--- config.mk ---
export PLATFORM = sky130hd
export DESIGN_NAME = i2c_irq_unit
export DESIGN_NICKNAME = d
export VERILOG_FILES = /design/src/rtl/i2c_irq_pkg.sv /design/src/rtl/i2c_line_watch.sv /design/src/rtl/i2c_irq_bank.sv /design/src/rtl/i2c_irq_unit.sv
export SDC_FILE = /design/constraint.sdc
export NUM_CORES = 1
export LEC_CHECK = 0
export BUFFER_PORTS_ARGS = -buffer_cell sky130_fd_sc_hd__buf_2
export CORE_MARGIN = 1
export CORE_UTILIZATION = 47
export CTS_CLUSTER_SIZE = 14
export DETAILED_ROUTE_END_ITERATION = 10
export GPL_ROUTABILITY_DRIVEN = 1
export PLACE_DENSITY = 0.75
export SYNTH_ARGS = -nofsm -noshare
export SYNTH_HDL_FRONTEND = slang
export SYNTH_SLANG_ARGS = --single-unit
--- constraint.sdc ---
create_clock -name clk -period 3.1 [get_ports clk]
set_input_delay 0.465 -clock clk [delete_from_list [all_inputs] [get_ports clk]]
set_output_delay 0.465 -clock clk [all_outputs]
set_load 0.02 [all_outputs]
--- src/rtl/i2c_irq_pkg.sv ---
package i2c_irq_pkg;

    localparam int M_CAUSES = 2;
    localparam int S_CAUSES = 4;
    localparam int SEL_W    = 4;

    localparam int M_DONE  = 0;
    localparam int M_FAULT = 1;

    localparam int S_RX    = 0;
    localparam int S_TXQ   = 1;
    localparam int S_START = 2;
    localparam int S_STOP  = 3;

    localparam int FL_RREQ = 0;
    localparam int FL_TREQ = 1;
    localparam int FL_FBR  = 2;

    typedef enum logic [SEL_W-1:0] {
        SEL_MRAW  = 4'h0,
        SEL_MMASK = 4'h1,
        SEL_MCLR  = 4'h2,
        SEL_MSTAT = 4'h3,
        SEL_SRAW  = 4'h4,
        SEL_SMASK = 4'h5,
        SEL_SCLR  = 4'h6,
        SEL_SCSR  = 4'h7,
        SEL_SDATA = 4'h8
    } reg_sel_e;

endpackage

--- src/rtl/i2c_line_watch.sv ---
module i2c_line_watch #(
    parameter int SYNC_STAGES = 2
) (
    input  logic clk,
    input  logic rst_n,
    input  logic sda_i,
    input  logic scl_i,
    output logic start_o,
    output logic stop_o
);

    typedef struct packed {
        logic [SYNC_STAGES-1:0] sda_sync;
        logic [SYNC_STAGES-1:0] scl_sync;
        logic                   sda_prev;
        logic                   scl_prev;
    } watch_t;

    watch_t st_d, st_q;
    logic   sda_s, scl_s;

    assign sda_s = st_q.sda_sync[SYNC_STAGES-1];
    assign scl_s = st_q.scl_sync[SYNC_STAGES-1];

    always_comb begin
        st_d          = st_q;
        st_d.sda_sync = {st_q.sda_sync[SYNC_STAGES-2:0], sda_i};
        st_d.scl_sync = {st_q.scl_sync[SYNC_STAGES-2:0], scl_i};
        st_d.sda_prev = sda_s;
        st_d.scl_prev = scl_s;
    end

    // Idle bus is high on both lines; reset there so no edge is seen.
    always_ff @(posedge clk or negedge rst_n) begin
        if (!rst_n) begin
            st_q <= '1;
        end else begin
            st_q <= st_d;
        end
    end

    assign start_o = st_q.scl_prev & scl_s & st_q.sda_prev & ~sda_s;
    assign stop_o  = st_q.scl_prev & scl_s & ~st_q.sda_prev & sda_s;

endmodule

--- src/rtl/i2c_irq_bank.sv ---
module i2c_irq_bank #(
    parameter int N = 4
) (
    input  logic         clk,
    input  logic         rst_n,
    input  logic [N-1:0] set_i,
    input  logic         mask_wr_i,
    input  logic         clr_wr_i,
    input  logic [N-1:0] wdata_i,
    output logic [N-1:0] raw_o,
    output logic [N-1:0] mask_o,
    output logic         irq_o
);

    typedef struct packed {
        logic [N-1:0] raw;
        logic [N-1:0] mask;
    } bank_t;

    bank_t        st_d, st_q;
    logic [N-1:0] raw_nxt;

    // Per cause: a new event outranks a same-cycle clear.
    for (genvar i = 0; i < N; i++) begin : g_cause
        assign raw_nxt[i] = set_i[i] | (st_q.raw[i] & ~(clr_wr_i & wdata_i[i]));
    end

    always_comb begin
        st_d     = st_q;
        st_d.raw = raw_nxt;
        if (mask_wr_i) begin
            st_d.mask = wdata_i;
        end
    end

    always_ff @(posedge clk or negedge rst_n) begin
        if (!rst_n) begin
            st_q <= '0;
        end else begin
            st_q <= st_d;
        end
    end

    assign raw_o  = st_q.raw;
    assign mask_o = st_q.mask;
    assign irq_o  = |(st_q.raw & st_q.mask);

endmodule

--- src/rtl/i2c_irq_unit.sv ---
module i2c_irq_unit
    import i2c_irq_pkg::*;
#(
    parameter int ADDR_W      = 4,
    parameter int DATA_W      = 8,
    parameter int SYNC_STAGES = 2
) (
    input  logic              clk,
    input  logic              rst_n,
    input  logic [ADDR_W-1:0] bus_addr,
    input  logic              bus_wr,
    input  logic              bus_rd,
    input  logic [DATA_W-1:0] bus_wdata,
    output logic [DATA_W-1:0] bus_rdata,
    input  logic              m_done,
    input  logic              m_nack,
    input  logic              m_arb_lost,
    input  logic              s_rx_byte,
    input  logic              s_rx_first,
    input  logic [DATA_W-1:0] s_rx_data,
    input  logic              s_tx_req,
    output logic [DATA_W-1:0] s_tx_data,
    input  logic              sda_in,
    input  logic              scl_in,
    output logic              m_irq,
    output logic              s_irq
);

    typedef struct packed {
        logic              m_err;
        logic              rreq;
        logic              treq;
        logic              fbr;
        logic [DATA_W-1:0] txdata;
    } unit_t;

    unit_t    st_d, st_q;
    reg_sel_e sel;
    logic     hit;
    logic     m_mask_wr, m_clr_wr, s_mask_wr, s_clr_wr, dat_rd, dat_wr;
    logic     bus_start, bus_stop;

    logic [M_CAUSES-1:0] m_set, m_raw, m_mask;
    logic [S_CAUSES-1:0] s_set, s_raw, s_mask;
    logic                flag_rreq, flag_treq, flag_fbr;

    // Register decode
    assign hit = (bus_addr >> SEL_W) == '0;
    assign sel = reg_sel_e'(bus_addr[SEL_W-1:0]);

    always_comb begin
        m_mask_wr = 1'b0;
        m_clr_wr  = 1'b0;
        s_mask_wr = 1'b0;
        s_clr_wr  = 1'b0;
        dat_rd    = 1'b0;
        dat_wr    = 1'b0;
        if (hit) begin
            case (sel)
                SEL_MMASK: m_mask_wr = bus_wr;
                SEL_MCLR:  m_clr_wr  = bus_wr;
                SEL_SMASK: s_mask_wr = bus_wr;
                SEL_SCLR:  s_clr_wr  = bus_wr;
                SEL_SDATA: begin
                    dat_rd = bus_rd;
                    dat_wr = bus_wr;
                end
                default: ;
            endcase
        end
    end

    // Bus condition watcher
    i2c_line_watch #(
        .SYNC_STAGES(SYNC_STAGES)
    ) u_watch (
        .clk    (clk),
        .rst_n  (rst_n),
        .sda_i  (sda_in),
        .scl_i  (scl_in),
        .start_o(bus_start),
        .stop_o (bus_stop)
    );

    // Event vectors
    always_comb begin
        m_set          = '0;
        m_set[M_DONE]  = m_done;
        m_set[M_FAULT] = m_done & (m_nack | m_arb_lost);
        s_set          = '0;
        s_set[S_RX]    = s_rx_byte;
        s_set[S_TXQ]   = s_tx_req;
        s_set[S_START] = bus_start;
        s_set[S_STOP]  = bus_stop;
    end

    i2c_irq_bank #(
        .N(M_CAUSES)
    ) u_mbank (
        .clk      (clk),
        .rst_n    (rst_n),
        .set_i    (m_set),
        .mask_wr_i(m_mask_wr),
        .clr_wr_i (m_clr_wr),
        .wdata_i  (bus_wdata[M_CAUSES-1:0]),
        .raw_o    (m_raw),
        .mask_o   (m_mask),
        .irq_o    (m_irq)
    );

    i2c_irq_bank #(
        .N(S_CAUSES)
    ) u_sbank (
        .clk      (clk),
        .rst_n    (rst_n),
        .set_i    (s_set),
        .mask_wr_i(s_mask_wr),
        .clr_wr_i (s_clr_wr),
        .wdata_i  (bus_wdata[S_CAUSES-1:0]),
        .raw_o    (s_raw),
        .mask_o   (s_mask),
        .irq_o    (s_irq)
    );

    // Master outcome and slave request flags
    always_comb begin
        st_d = st_q;
        if (m_done) begin
            st_d.m_err = m_nack | m_arb_lost;
        end
        st_d.rreq = s_rx_byte | (st_q.rreq & ~dat_rd);
        st_d.fbr  = (s_rx_byte & s_rx_first) | (st_q.fbr & ~dat_rd);
        st_d.treq = s_tx_req | (st_q.treq & ~dat_wr);
        if (dat_wr) begin
            st_d.txdata = bus_wdata;
        end
    end

    always_ff @(posedge clk or negedge rst_n) begin
        if (!rst_n) begin
            st_q <= '0;
        end else begin
            st_q <= st_d;
        end
    end

    assign flag_rreq = st_q.rreq;
    assign flag_treq = st_q.treq;
    assign flag_fbr  = st_q.fbr;
    assign s_tx_data = st_q.txdata;

    // Read mux
    always_comb begin
        bus_rdata = '0;
        if (hit) begin
            case (sel)
                SEL_MRAW:  bus_rdata = DATA_W'(m_raw);
                SEL_MMASK: bus_rdata = DATA_W'(m_mask);
                SEL_MSTAT: bus_rdata = DATA_W'(st_q.m_err);
                SEL_SRAW:  bus_rdata = DATA_W'(s_raw);
                SEL_SMASK: bus_rdata = DATA_W'(s_mask);
                SEL_SCSR: begin
                    bus_rdata[FL_RREQ] = st_q.rreq;
                    bus_rdata[FL_TREQ] = st_q.treq;
                    bus_rdata[FL_FBR]  = st_q.fbr;
                end
                SEL_SDATA: bus_rdata = s_rx_data;
                default:   bus_rdata = '0;
            endcase
        end
    end

endmodule

==> impl_metrics.env, run 1 <==
export IMPL_status="finished with violations"
export IMPL_violations="design-rule violations"
export IMPL_hold_class="input pin to asynchronous set/reset pin"
export IMPL_numCtsBuffers=5
export IMPL_antenna_diode_count=0
export IMPL_clock_skew_ns=0.00438
export IMPL_finish_utilization_pct=60.3
export IMPL_synth_area_leaders="dfrtp_1, mux2_2, dfstp_2"
export IMPL_clock_latency_ns=0.32
export IMPL_syn_to_final_growth_pct=16.6
export IMPL_grt_overflow_total=0
export IMPL_drtIter0Drc=56
export IMPL_netlist_area_sq_um=1470
export IMPL_hpwl_um=2220
export IMPL_grt_pass1_wl_um=5100
export IMPL_grt_pass1_vias=1114
export IMPL_rows=19
export IMPL_synth_top_flop_cell="dfrtp_1"
export IMPL_die_width_um=58
export IMPL_die_area_sq_um=3360
export IMPL_setup_tns_ns=0
export IMPL_ys_seq_area_share_pct=51.4
export IMPL_routedWlPerCell_um=15.2
export IMPL_cts_hold_buffers_added=0
export IMPL_cts_setup_buffers=0
export IMPL_setup_violations_final=0
export IMPL_finalHoldViolations=0
export IMPL_synth_nets=152
export IMPL_io_buffers=49
export IMPL_rr_startpoint="u_watch.sda_s"
export IMPL_vias=1091
export IMPL_fmax_mhz=428
export IMPL_yosysTopAreaCell="dfrtp_1"
export IMPL_arrival_ns=1.87
export IMPL_p_per_area_nw_per_um2=532
export IMPL_drc=4
export IMPL_grt_max_degree=31
export IMPL_crit_required_ns=2.63
export IMPL_nFillCells=256
export IMPL_finalPower_mw=0.914
export IMPL_dr_pass1_iters=9
export IMPL_ant_nets=0
export IMPL_ys_ff_latch=30
export IMPL_via_per_inst=5.59
export IMPL_cp_end_kind="output pin"
export IMPL_design_core_area_sq_um=2850
export IMPL_cp_start_kind="input pin"
export IMPL_cts_tree="yes"
export IMPL_synth_common_cells="dfrtp_1, mux2_2, buf_4, nand3_1, a21o_1"
export IMPL_startpoint="bus_addr[2]"
export IMPL_cellLeakagePower_nw=0.806
export IMPL_clkTransAtPathRegs_ns=0.10
export IMPL_io_pins=50
export IMPL_avgSynthCellArea_sq_um=12.3
export IMPL_synth_edf_count=0
export IMPL_async_flop_share_pct=100
export IMPL_ir_drop_mv=0.309
export IMPL_slew_violations=0
export IMPL_grt_usage_pct=20.7
export IMPL_rsz0062_at_grt="no"
export IMPL_start_util_pct=51.7
export IMPL_drv_cap=0
export IMPL_fp_dieH_um=58
export IMPL_clk_path_buf_depth=2
export IMPL_ctsRootBufferMaster="clkbuf_4"
export IMPL_gp_congestion=0.869
export IMPL_relSlewSlack_pct=57.1
export IMPL_synth_most_common_cell="dfrtp_1"
export IMPL_yosysWarnings=0
export IMPL_min_period_ns=2.33
export IMPL_drive_gt1_share_pct=53.7
export IMPL_critPathMaxFanout=11
export IMPL_cts_resized=0
export IMPL_htreeDepth=2
export IMPL_synth_cell_type_count=37
export IMPL_tightest_slew_ns=0.644
export IMPL_fin_crit_sh_pct=75.3
export IMPL_synth_top_cell_area_share_pct=40.7
export IMPL_syn_inst=120
export IMPL_fin_nets=195
export IMPL_antenna_found_initial=0
export IMPL_cts_sinks=30
export IMPL_routed_wirelength_um=2970
export IMPL_path_class="input pin to output pin"
[stage by stage]
stage          instances  hold WS [ns]  setup slack [ns]  instance area, sq um
2_1_floorplan        120         0.169             0.973                  1470
3_3_place_gp         187         0.346             0.892                  1670
3_5_place_dp         187         0.347             0.808                  1670
4_1_cts              195         0.157             0.802                  1720
5_1_grt              195         0.188             0.652                  1720
6_report             195         0.157             0.766                  1720
[registers in the layout (all words and copies together), names as in the netlist]
name and flops:
flag_rreq 1, u_sbank.mask_o 4, u_sbank.raw_o 4, u_watch.st_d 2, st_q 1, s_tx_data 8
u_watch.scl_s 1, flag_treq 1, u_mbank.raw_o 2, u_mbank.mask_o 2, u_watch.sda_s 1, flag_fbr 1
u_watch.st_q 2
[critical path, stage by stage]
cell	delay, ns
buf_2	0.20
nor2b_1	0.55
a21oi_1	0.14
o311ai_0	0.29
buf_2	0.22
[cell type report]
| cell class | instances | area (sq um) | share of cell area [%] |
|---|---|---|---|
| sequential | 30 | 758 | 44.1 |
| tap | 31 | 38.8 | 2.26 |
| multi-input combinational | 76 | 622 | 36.2 |
| clock inverter | 2 | 10.0 | 0.582 |
| inverter | 1 | 3.75 | 0.218 |
| clock buffer | 6 | 41.3 | 2.40 |
| timing repair buffer | 49 | 245 | 14.3 |
[worst paths after layout]
check | slack, ns | end | depth (start not counted)
worst max-delay path | 0.77 | bus_rdata[1] | 5
worst min-delay path | 0.16 | s_tx_data[3] | 1
worst max register to register | 2.15 | u_sbank.raw_o[2] | 2
worst min register to register | 0.36 | u_watch.sda_s | 0
max in group asynchronous | 2.52 | u_sbank.raw_o[2] | 1
min in group clk | 0.23 | u_watch.st_d[3] | 1
[metal layers]
layer	global-route usage [%]	wire length [um]	vias to the layer above
met4	8.84	43	0
li1	-	-	518
met5	0	0	-
met2	32.2	1360	55
met3	6.47	210	5
met1	26.9	1350	513
[layout by cell type (no fill, tap or decap)]
master / n
nand2_1: 3
mux2_2: 15
a22o_1: 2
and3_1: 1
and3b_1: 1
clkbuf_4: 5
o21a_1: 1
nor2b_1: 3
a21o_2: 2
nand4b_1: 1
or4b_1: 1
a22o_2: 1
nor3b_1: 1
or4b_2: 1
o311ai_0: 2
clkbuf_1: 1
inv_1: 1
and3b_2: 1
dfstp_2: 6
and4b_1: 1
nor2_1: 3
a21oi_1: 2
buf_2: 49
and2_2: 4
mux2i_1: 2
a22oi_1: 2
a32o_1: 2
nand3b_1: 3
nand2_4: 1
nor4b_4: 1
o21ai_0: 2
clkinv_2: 2
nand3_1: 8
a21o_1: 7
a32oi_1: 1
nand4_1: 1
dfrtp_1: 24
[report_power, final]
part / internal [mW] / switching, mW
Sequential: 0.449 / 0.0352
Clock: 0.0862 / 0.127
Combinational: 0.101 / 0.116
[logic make-up (layout without fill, tap and decap cells)]
group | after synthesis | after routing | synth area share, %
AOI/OAI and AO/OA | 24 | 24 | 12.6
buffers and inverters | 14 | 58 | 6.37
DFF | 30 | 30 | 51.4
muxes | 17 | 17 | 12.8
and+or+nand+nor | 35 | 35 | 16.7
No activity file was read; power rests on OpenSTA's default activity.
==> inputs of run 2 (changes only) <==
--- a/config.mk
+++ b/config.mk
@@ -7,11 +7,11 @@
 export LEC_CHECK = 0
 export BUFFER_PORTS_ARGS = -buffer_cell sky130_fd_sc_hd__buf_2
 export CORE_MARGIN = 1
-export CORE_UTILIZATION = 47
+export CORE_UTILIZATION = 44
 export CTS_CLUSTER_SIZE = 14
 export DETAILED_ROUTE_END_ITERATION = 10
 export GPL_ROUTABILITY_DRIVEN = 1
-export PLACE_DENSITY = 0.75
+export PLACE_DENSITY = 0.74
 export SYNTH_ARGS = -nofsm -noshare
 export SYNTH_HDL_FRONTEND = slang
 export SYNTH_SLANG_ARGS = --single-unit
==> constraint.sdc (replaced) <==
create_clock -name clk -period 1.97 [get_ports clk]
set_input_delay 0.2955 -clock clk [delete_from_list [all_inputs] [get_ports clk]]
set_output_delay 0.2955 -clock clk [all_outputs]
set_load 0.02 [all_outputs]
==> run 2 against run 1 <==
Compared with the run above:
- the flow now finishes without violations
- clock skew is essentially flat
- critical path type is now register to output pin
- sequential power grew 57%
- first-iteration DRC count grew 46%
- via count grew 3.9%
- die area grew 6.6%
- utilization shrank 1.5 points
- flip-flop and latch count is the same
- clock power grew 120%
- final cell count grew 9.7%
- register-to-register slack lost 1.1 ns
- count of clock-buffer cells in the layout shrank 1
- setup slack lost 0.67 ns
==> impl_metrics.env, run 2 (synthesis gave the netlist of run 1 again) <==
export IMPL_rr_startpoint="u_watch.sda_s"
export IMPL_place_inst=202
export IMPL_clkTransAtPathRegs_ns=0.10
export IMPL_clk_path_buf_depth=2
export IMPL_setup_violations_final=0
export IMPL_cts_tree="yes"
export IMPL_rows=20
export IMPL_start_util_pct=47.5
export IMPL_grt_max_degree=31
export IMPL_fin_nets=201
export IMPL_antenna_diode_count=0
export IMPL_cellLeakagePower_nw=0.852
export IMPL_p_per_area_nw_per_um2=883
export IMPL_critPathMaxFanout=2
export IMPL_syn_to_final_growth_pct=23.7
export IMPL_ant_nets=0
export IMPL_vias=1134
export IMPL_fin_crit_sh_pct=95.2
export IMPL_fmax_mhz=533
export IMPL_finalHoldViolations=0
export IMPL_io_buffers=49
export IMPL_die_width_um=59.9
export IMPL_drc=0
export IMPL_die_area_sq_um=3590
export IMPL_status="completed"
export IMPL_dr_pass1_iters=4
export IMPL_htreeDepth=2
export IMPL_largest_reg_flops=8
export IMPL_whs_path_depth=1
export IMPL_via_per_inst=5.30
export IMPL_finish_utilization_pct=58.8
export IMPL_multi_input_area_sq_um=633
export IMPL_design_core_area_sq_um=3100
export IMPL_routedWlPerCell_um=14.5
export IMPL_io_pins=50
export IMPL_clock_skew_ns=0.00415
export IMPL_hold_class="input pin to register"
export IMPL_r2r_cells=2
export IMPL_grt_usage_pct=19.5
export IMPL_antenna_found_initial=0
export IMPL_setup_tns_ns=0
export IMPL_clock_latency_ns=0.33
export IMPL_startpoint="u_mbank.raw_o[1]"
export IMPL_min_period_ns=1.88
export IMPL_grt_pass1_wl_um=5000
export IMPL_regArea_sq_um=758
export IMPL_drive_gt1_share_pct=55.9
export IMPL_grt_pass1_vias=1122
export IMPL_grt_overflow_total=0
export IMPL_ir_drop_mv=0.559
export IMPL_tightest_slew_ns=0.649
export IMPL_fp_dieH_um=59.9
export IMPL_final_cell_mix="buf_2, dfrtp_1, mux2_2"
export IMPL_relSlewSlack_pct=56.7
export IMPL_arrival_ns=1.58
export IMPL_cp_start_kind="register"
export IMPL_slew_violations=0
export IMPL_ctsRootBufferMaster="clkbuf_4"
export IMPL_drv_cap=0
export IMPL_drtIter0Drc=82
export IMPL_routed_wirelength_um=3100
export IMPL_rsz0062_at_grt="no"
export IMPL_final_common_cell="buf_2"
export IMPL_cts_sinks=30
export IMPL_min_from="scl_in"
export IMPL_instances_no_fill=214
export IMPL_cp_end_kind="output pin"
export IMPL_gp_congestion=0.887
export IMPL_crit_required_ns=1.67
export IMPL_nFillCells=284
export IMPL_numCtsBuffers=5
export IMPL_hpwl_um=2240
export IMPL_path_class="register to output pin"
export IMPL_r2r_setup_slack_ns=1.03
run 2: cell count changes in the layout (fill, tap and decap cells not counted), sizes merged:
| cell | change |
|---|---|
| buf | +5 |
| clkbuf | -1 |
| dlygate4sd3 | +1 |
| bufinv | +1 |
run 2: worst max-delay path, stage by stage (launching register included):
cell and delay [ns]:
dfrtp_1 0.36, or4b_1 0.43, a21o_2 0.21, o311ai_2 0.07, buf_4 0.18
run 2: final cells by class:
type	instances	share of cell area (%)
clock inverters	3	2.20
well taps	44	3.02
clock buffers	5	2.06
multi-input cells	76	34.7
inverters	1	0.206
repair buffers	55	16.2
flip-flops and latches	30	41.6
run 2: final timing paths:
kind | endpoint
min | u_watch.st_d[3]
max reg2reg | u_sbank.raw_o[2]
min reg2reg | u_watch.sda_s
max | bus_rdata[1]
min in group asynchronous | s_tx_data[2]
max in group asynchronous | flag_treq
run 2: where the power goes:
part / switching [mW] / total (mW) / internal (mW) / leakage [nW]
logic: 0.195 / 0.372 / 0.177 / 0.477
registers: 0.0539 / 0.760 / 0.706 / 0.330
clock network: 0.216 / 0.478 / 0.263 / 0.0450
run 2: metrics by stage:
step / area [sq um] / setup slack [ns] / power (mW) / hold slack, ns
floorplan: 1470 / 0.182 / 1.03 / -0.0000911
global placement: 1700 / 0.175 / 1.11 / 0.340
detailed placement: 1700 / 0.119 / 1.12 / 0.348
CTS: 1820 / 0.0476 / 1.63 / 0.0315
global route: 1820 / 0.0154 / 1.69 / 0.0340
finish: 1820 / 0.0941 / 1.61 / 0.0498
run 2: repair_timing:
item	4_1_cts	5_1_grt
setup buffers	2	1
hold endpoints to repair	17	0
hold buffers	1	0
setup endpoints to repair	1	1
gates resized for setup	4	0
run 2: routing by layer:
| layer | vias up | track usage (%) | wire (um) |
|---|---|---|---|
| li1 | 533 | - | - |
| met5 | - | 0 | 0 |
| met2 | 55 | 30.0 | 1410 |
| met1 | 542 | 24.9 | 1390 |
| met4 | 0 | 9.63 | 42 |
| met3 | 4 | 6.06 | 247 |
==> inputs of run 3 (changes only) <==
--- a/config.mk
+++ b/config.mk
@@ -5,13 +5,14 @@
 export SDC_FILE = /design/constraint.sdc
 export NUM_CORES = 1
 export LEC_CHECK = 0
+export ABC_AREA = 1
 export BUFFER_PORTS_ARGS = -buffer_cell sky130_fd_sc_hd__buf_2
 export CORE_MARGIN = 1
-export CORE_UTILIZATION = 44
+export CORE_UTILIZATION = 45
 export CTS_CLUSTER_SIZE = 14
 export DETAILED_ROUTE_END_ITERATION = 10
 export GPL_ROUTABILITY_DRIVEN = 1
-export PLACE_DENSITY = 0.74
+export PLACE_DENSITY = 0.75
 export SYNTH_ARGS = -nofsm -noshare
 export SYNTH_HDL_FRONTEND = slang
 export SYNTH_SLANG_ARGS = --single-unit
==> run 3 against run 2 <==
Compared with the run above:
- clock skew is 0.0035 ns lower
- final cell count rose by 30%
- the run now ends with negative hold slack left
- largest power group unchanged
- global-route usage rose by 0.49 points
- first-iteration DRC count decreased by 28%
- area after synthesis rose by 2.4%
- sequential power fell by 2%
- utilization decreased by 1.4 points
- die area rose by 0.10%
- fmax up 20%
- wire length up 0.74%
- largest cell class unchanged
- non-clock buffer count fell by 6
==> impl_metrics.env, run 3 <==
export IMPL_cp_end_kind="output pin"
export IMPL_numCtsBuffers=5
export IMPL_path_class="input pin to output pin"
export IMPL_cts_sinks=30
export IMPL_fp_dieH_um=59.9
export IMPL_final_cell_mix="nand2_1, buf_2, dfrtp_1"
export IMPL_drive_gt1_share_pct=31.1
export IMPL_grt_pass1_wl_um=5130
export IMPL_cts_setup_buffers=0
export IMPL_io_buffers=49
export IMPL_die_area_sq_um=3590
export IMPL_cp_start_kind="input pin"
export IMPL_ys_seq_area_share_pct=50.2
export IMPL_clock_latency_ns=0.32
export IMPL_fin_nets=266
export IMPL_fin_crit_sh_pct=79.3
export IMPL_dr_pass1_iters=4
export IMPL_drv_cap=0
export IMPL_synth_nets=220
export IMPL_worst_hold_slack_ns=-0.0144
export IMPL_r2r_end="u_sbank.raw_o[2]"
export IMPL_syn_to_final_growth_pct=18.9
export IMPL_startpoint="bus_addr[3]"
export IMPL_critPathMaxFanout=7
export IMPL_cts_resized=0
export IMPL_netlist_area_sq_um=1510
export IMPL_synth_most_common_cell="nand2_1"
export IMPL_ir_drop_mv=0.316
export IMPL_vias=1341
export IMPL_r2r_cells=4
export IMPL_tightest_slew_ns=0.632
export IMPL_rr_startpoint="u_watch.st_q[1]"
export IMPL_routed_wirelength_um=3120
export IMPL_violations="negative hold slack"
export IMPL_place_inst=271
export IMPL_io_pins=50
export IMPL_hpwl_um=2350
export IMPL_status="finished with violations"
export IMPL_final_common_cell="nand2_1"
export IMPL_grt_max_degree=31
export IMPL_relSlewSlack_pct=57.9
export IMPL_clock_skew_ns=0.000686
export IMPL_synth_top_cell_area_share_pct=39.8
export IMPL_yosysTopAreaCell="dfrtp_1"
export IMPL_wirelength_met1_um=1440
export IMPL_synth_top_flop_cell="dfrtp_1"
export IMPL_clkTransAtPathRegs_ns=0.09
export IMPL_drtIter0Drc=59
export IMPL_setup_tns_ns=0
export IMPL_rows=20
export IMPL_nFillCells=295
export IMPL_slew_violations=0
export IMPL_ant_nets=0
export IMPL_critPathBufInv=2
export IMPL_cts_tree="yes"
export IMPL_avgSynthCellArea_sq_um=8.03
export IMPL_synth_cell_type_count=19
export IMPL_slowest_stage="nor2_1"
export IMPL_routed_wl_met3_um=192
export IMPL_drc=0
export IMPL_gp_congestion=0.838
export IMPL_crit_required_ns=1.67
export IMPL_grt_pass1_vias=1213
export IMPL_arrival_ns=1.27
export IMPL_clk_path_buf_depth=2
export IMPL_ys_ff_latch=30
export IMPL_instances_no_fill=279
export IMPL_routedWlPerCell_um=11.2
export IMPL_synth_area_leaders="dfrtp_1, nand2_1, dfstp_2"
export IMPL_synth_common_cells="nand2_1, dfrtp_1, nand3_1"
export IMPL_yosysWarnings=0
export IMPL_grt_overflow_total=0
export IMPL_path_cells="buf_2 > nor2_1 > nand3_1 > nand2_1 > nor2_1 > nand2_1 > buf_2"
export IMPL_p_per_area_nw_per_um2=800
export IMPL_hold_class="input pin to asynchronous set/reset pin"
export IMPL_die_width_um=59.9
export IMPL_antenna_found_initial=0
export IMPL_top_layer="met4"
export IMPL_cellLeakagePower_nw=0.987
export IMPL_finalHoldViolations=24
export IMPL_design_core_area_sq_um=3130
export IMPL_rsz0062_at_grt="no"
export IMPL_grt_usage_pct=20.0
export IMPL_cts_hold_buffers_added=0
export IMPL_start_util_pct=48.2
export IMPL_r2r_setup_slack_ns=1.14
export IMPL_via_per_inst=4.81
export IMPL_finish_utilization_pct=57.4
export IMPL_fmax_mhz=640
export IMPL_largest_reg_flops=8
export IMPL_cpPeakStageDelay_ns=0.37
export IMPL_min_period_ns=1.56
export IMPL_syn_inst=188
export IMPL_route_met2_wl_um=1450
export IMPL_ctsRootBufferMaster="clkbuf_4"
export IMPL_setup_violations_final=0
export IMPL_htreeDepth=2
export IMPL_async_flop_share_pct=100
export IMPL_antenna_diode_count=0
export IMPL_synth_edf_count=0
export IMPL_crit_family="simple AND/OR/NAND/NOR gates"
-- run 3: worst max path at each step --
| stage | end | slack, ns | depth (start not counted) |
|---|---|---|---|
| floorplan | bus_rdata[4] | 0.66 | 4 |
| finish | bus_rdata[1] | 0.41 | 7 |
| global placement | bus_rdata[1] | 0.43 | 7 |
| global route | bus_rdata[0] | 0.31 | 7 |
| detailed placement | bus_rdata[1] | 0.41 | 7 |
| CTS | bus_rdata[1] | 0.40 | 7 |
-- run 3: where the power goes --
part | total [mW] | internal (mW) | switching (mW) | leakage, nW
Sequential | 0.746 | 0.697 | 0.0493 | 0.334
Clock | 0.375 | 0.173 | 0.203 | 0.0353
Combinational | 0.314 | 0.112 | 0.201 | 0.618
-- run 3: logic make-up after synthesis --
kind of cell / Yosys count / share of synthesized area, %
compound gates: 22 / 7.71
flops: 30 / 50.2
buf+inv: 32 / 10.4
simple gates: 104 / 31.6
-- run 3: final cells by class --
type / count / area [sq um] / area share, %
clock buffers: 7 / 55.1 / 3.07
inverters: 22 / 82.6 / 4.60
flip-flops and latches: 30 / 758 / 42.3
repair buffers: 49 / 245 / 13.7
multi-input cells: 126 / 593 / 33.1
clock inverters: 1 / 5.00 / 0.279
well taps: 44 / 55.1 / 3.07
-- run 3: stage by stage --
step           area, sq um  total power, mW  setup WS (ns)
2_1_floorplan         1510            0.985          0.662
3_3_place_gp          1730             1.07          0.426
3_5_place_dp          1730             1.07          0.406
4_1_cts               1790             1.45          0.402
5_1_grt               1790             1.53          0.306
6_report              1790             1.44          0.408
-- run 3: worst reg2reg max path: stages (launching register included) --
cell     delay (ns)
dfstp_2        0.52
inv_1          0.04
nor2_1         0.08
nand2_1        0.07
nand2_1        0.06
-- run 3: routing by layer --
metal / vias to the layer above / track usage, %
li1: 681 / -
met5: - / 0
met2: 54 / 32.2
met3: 4 / 5.84
met4: 0 / 7.97
met1: 602 / 25.2
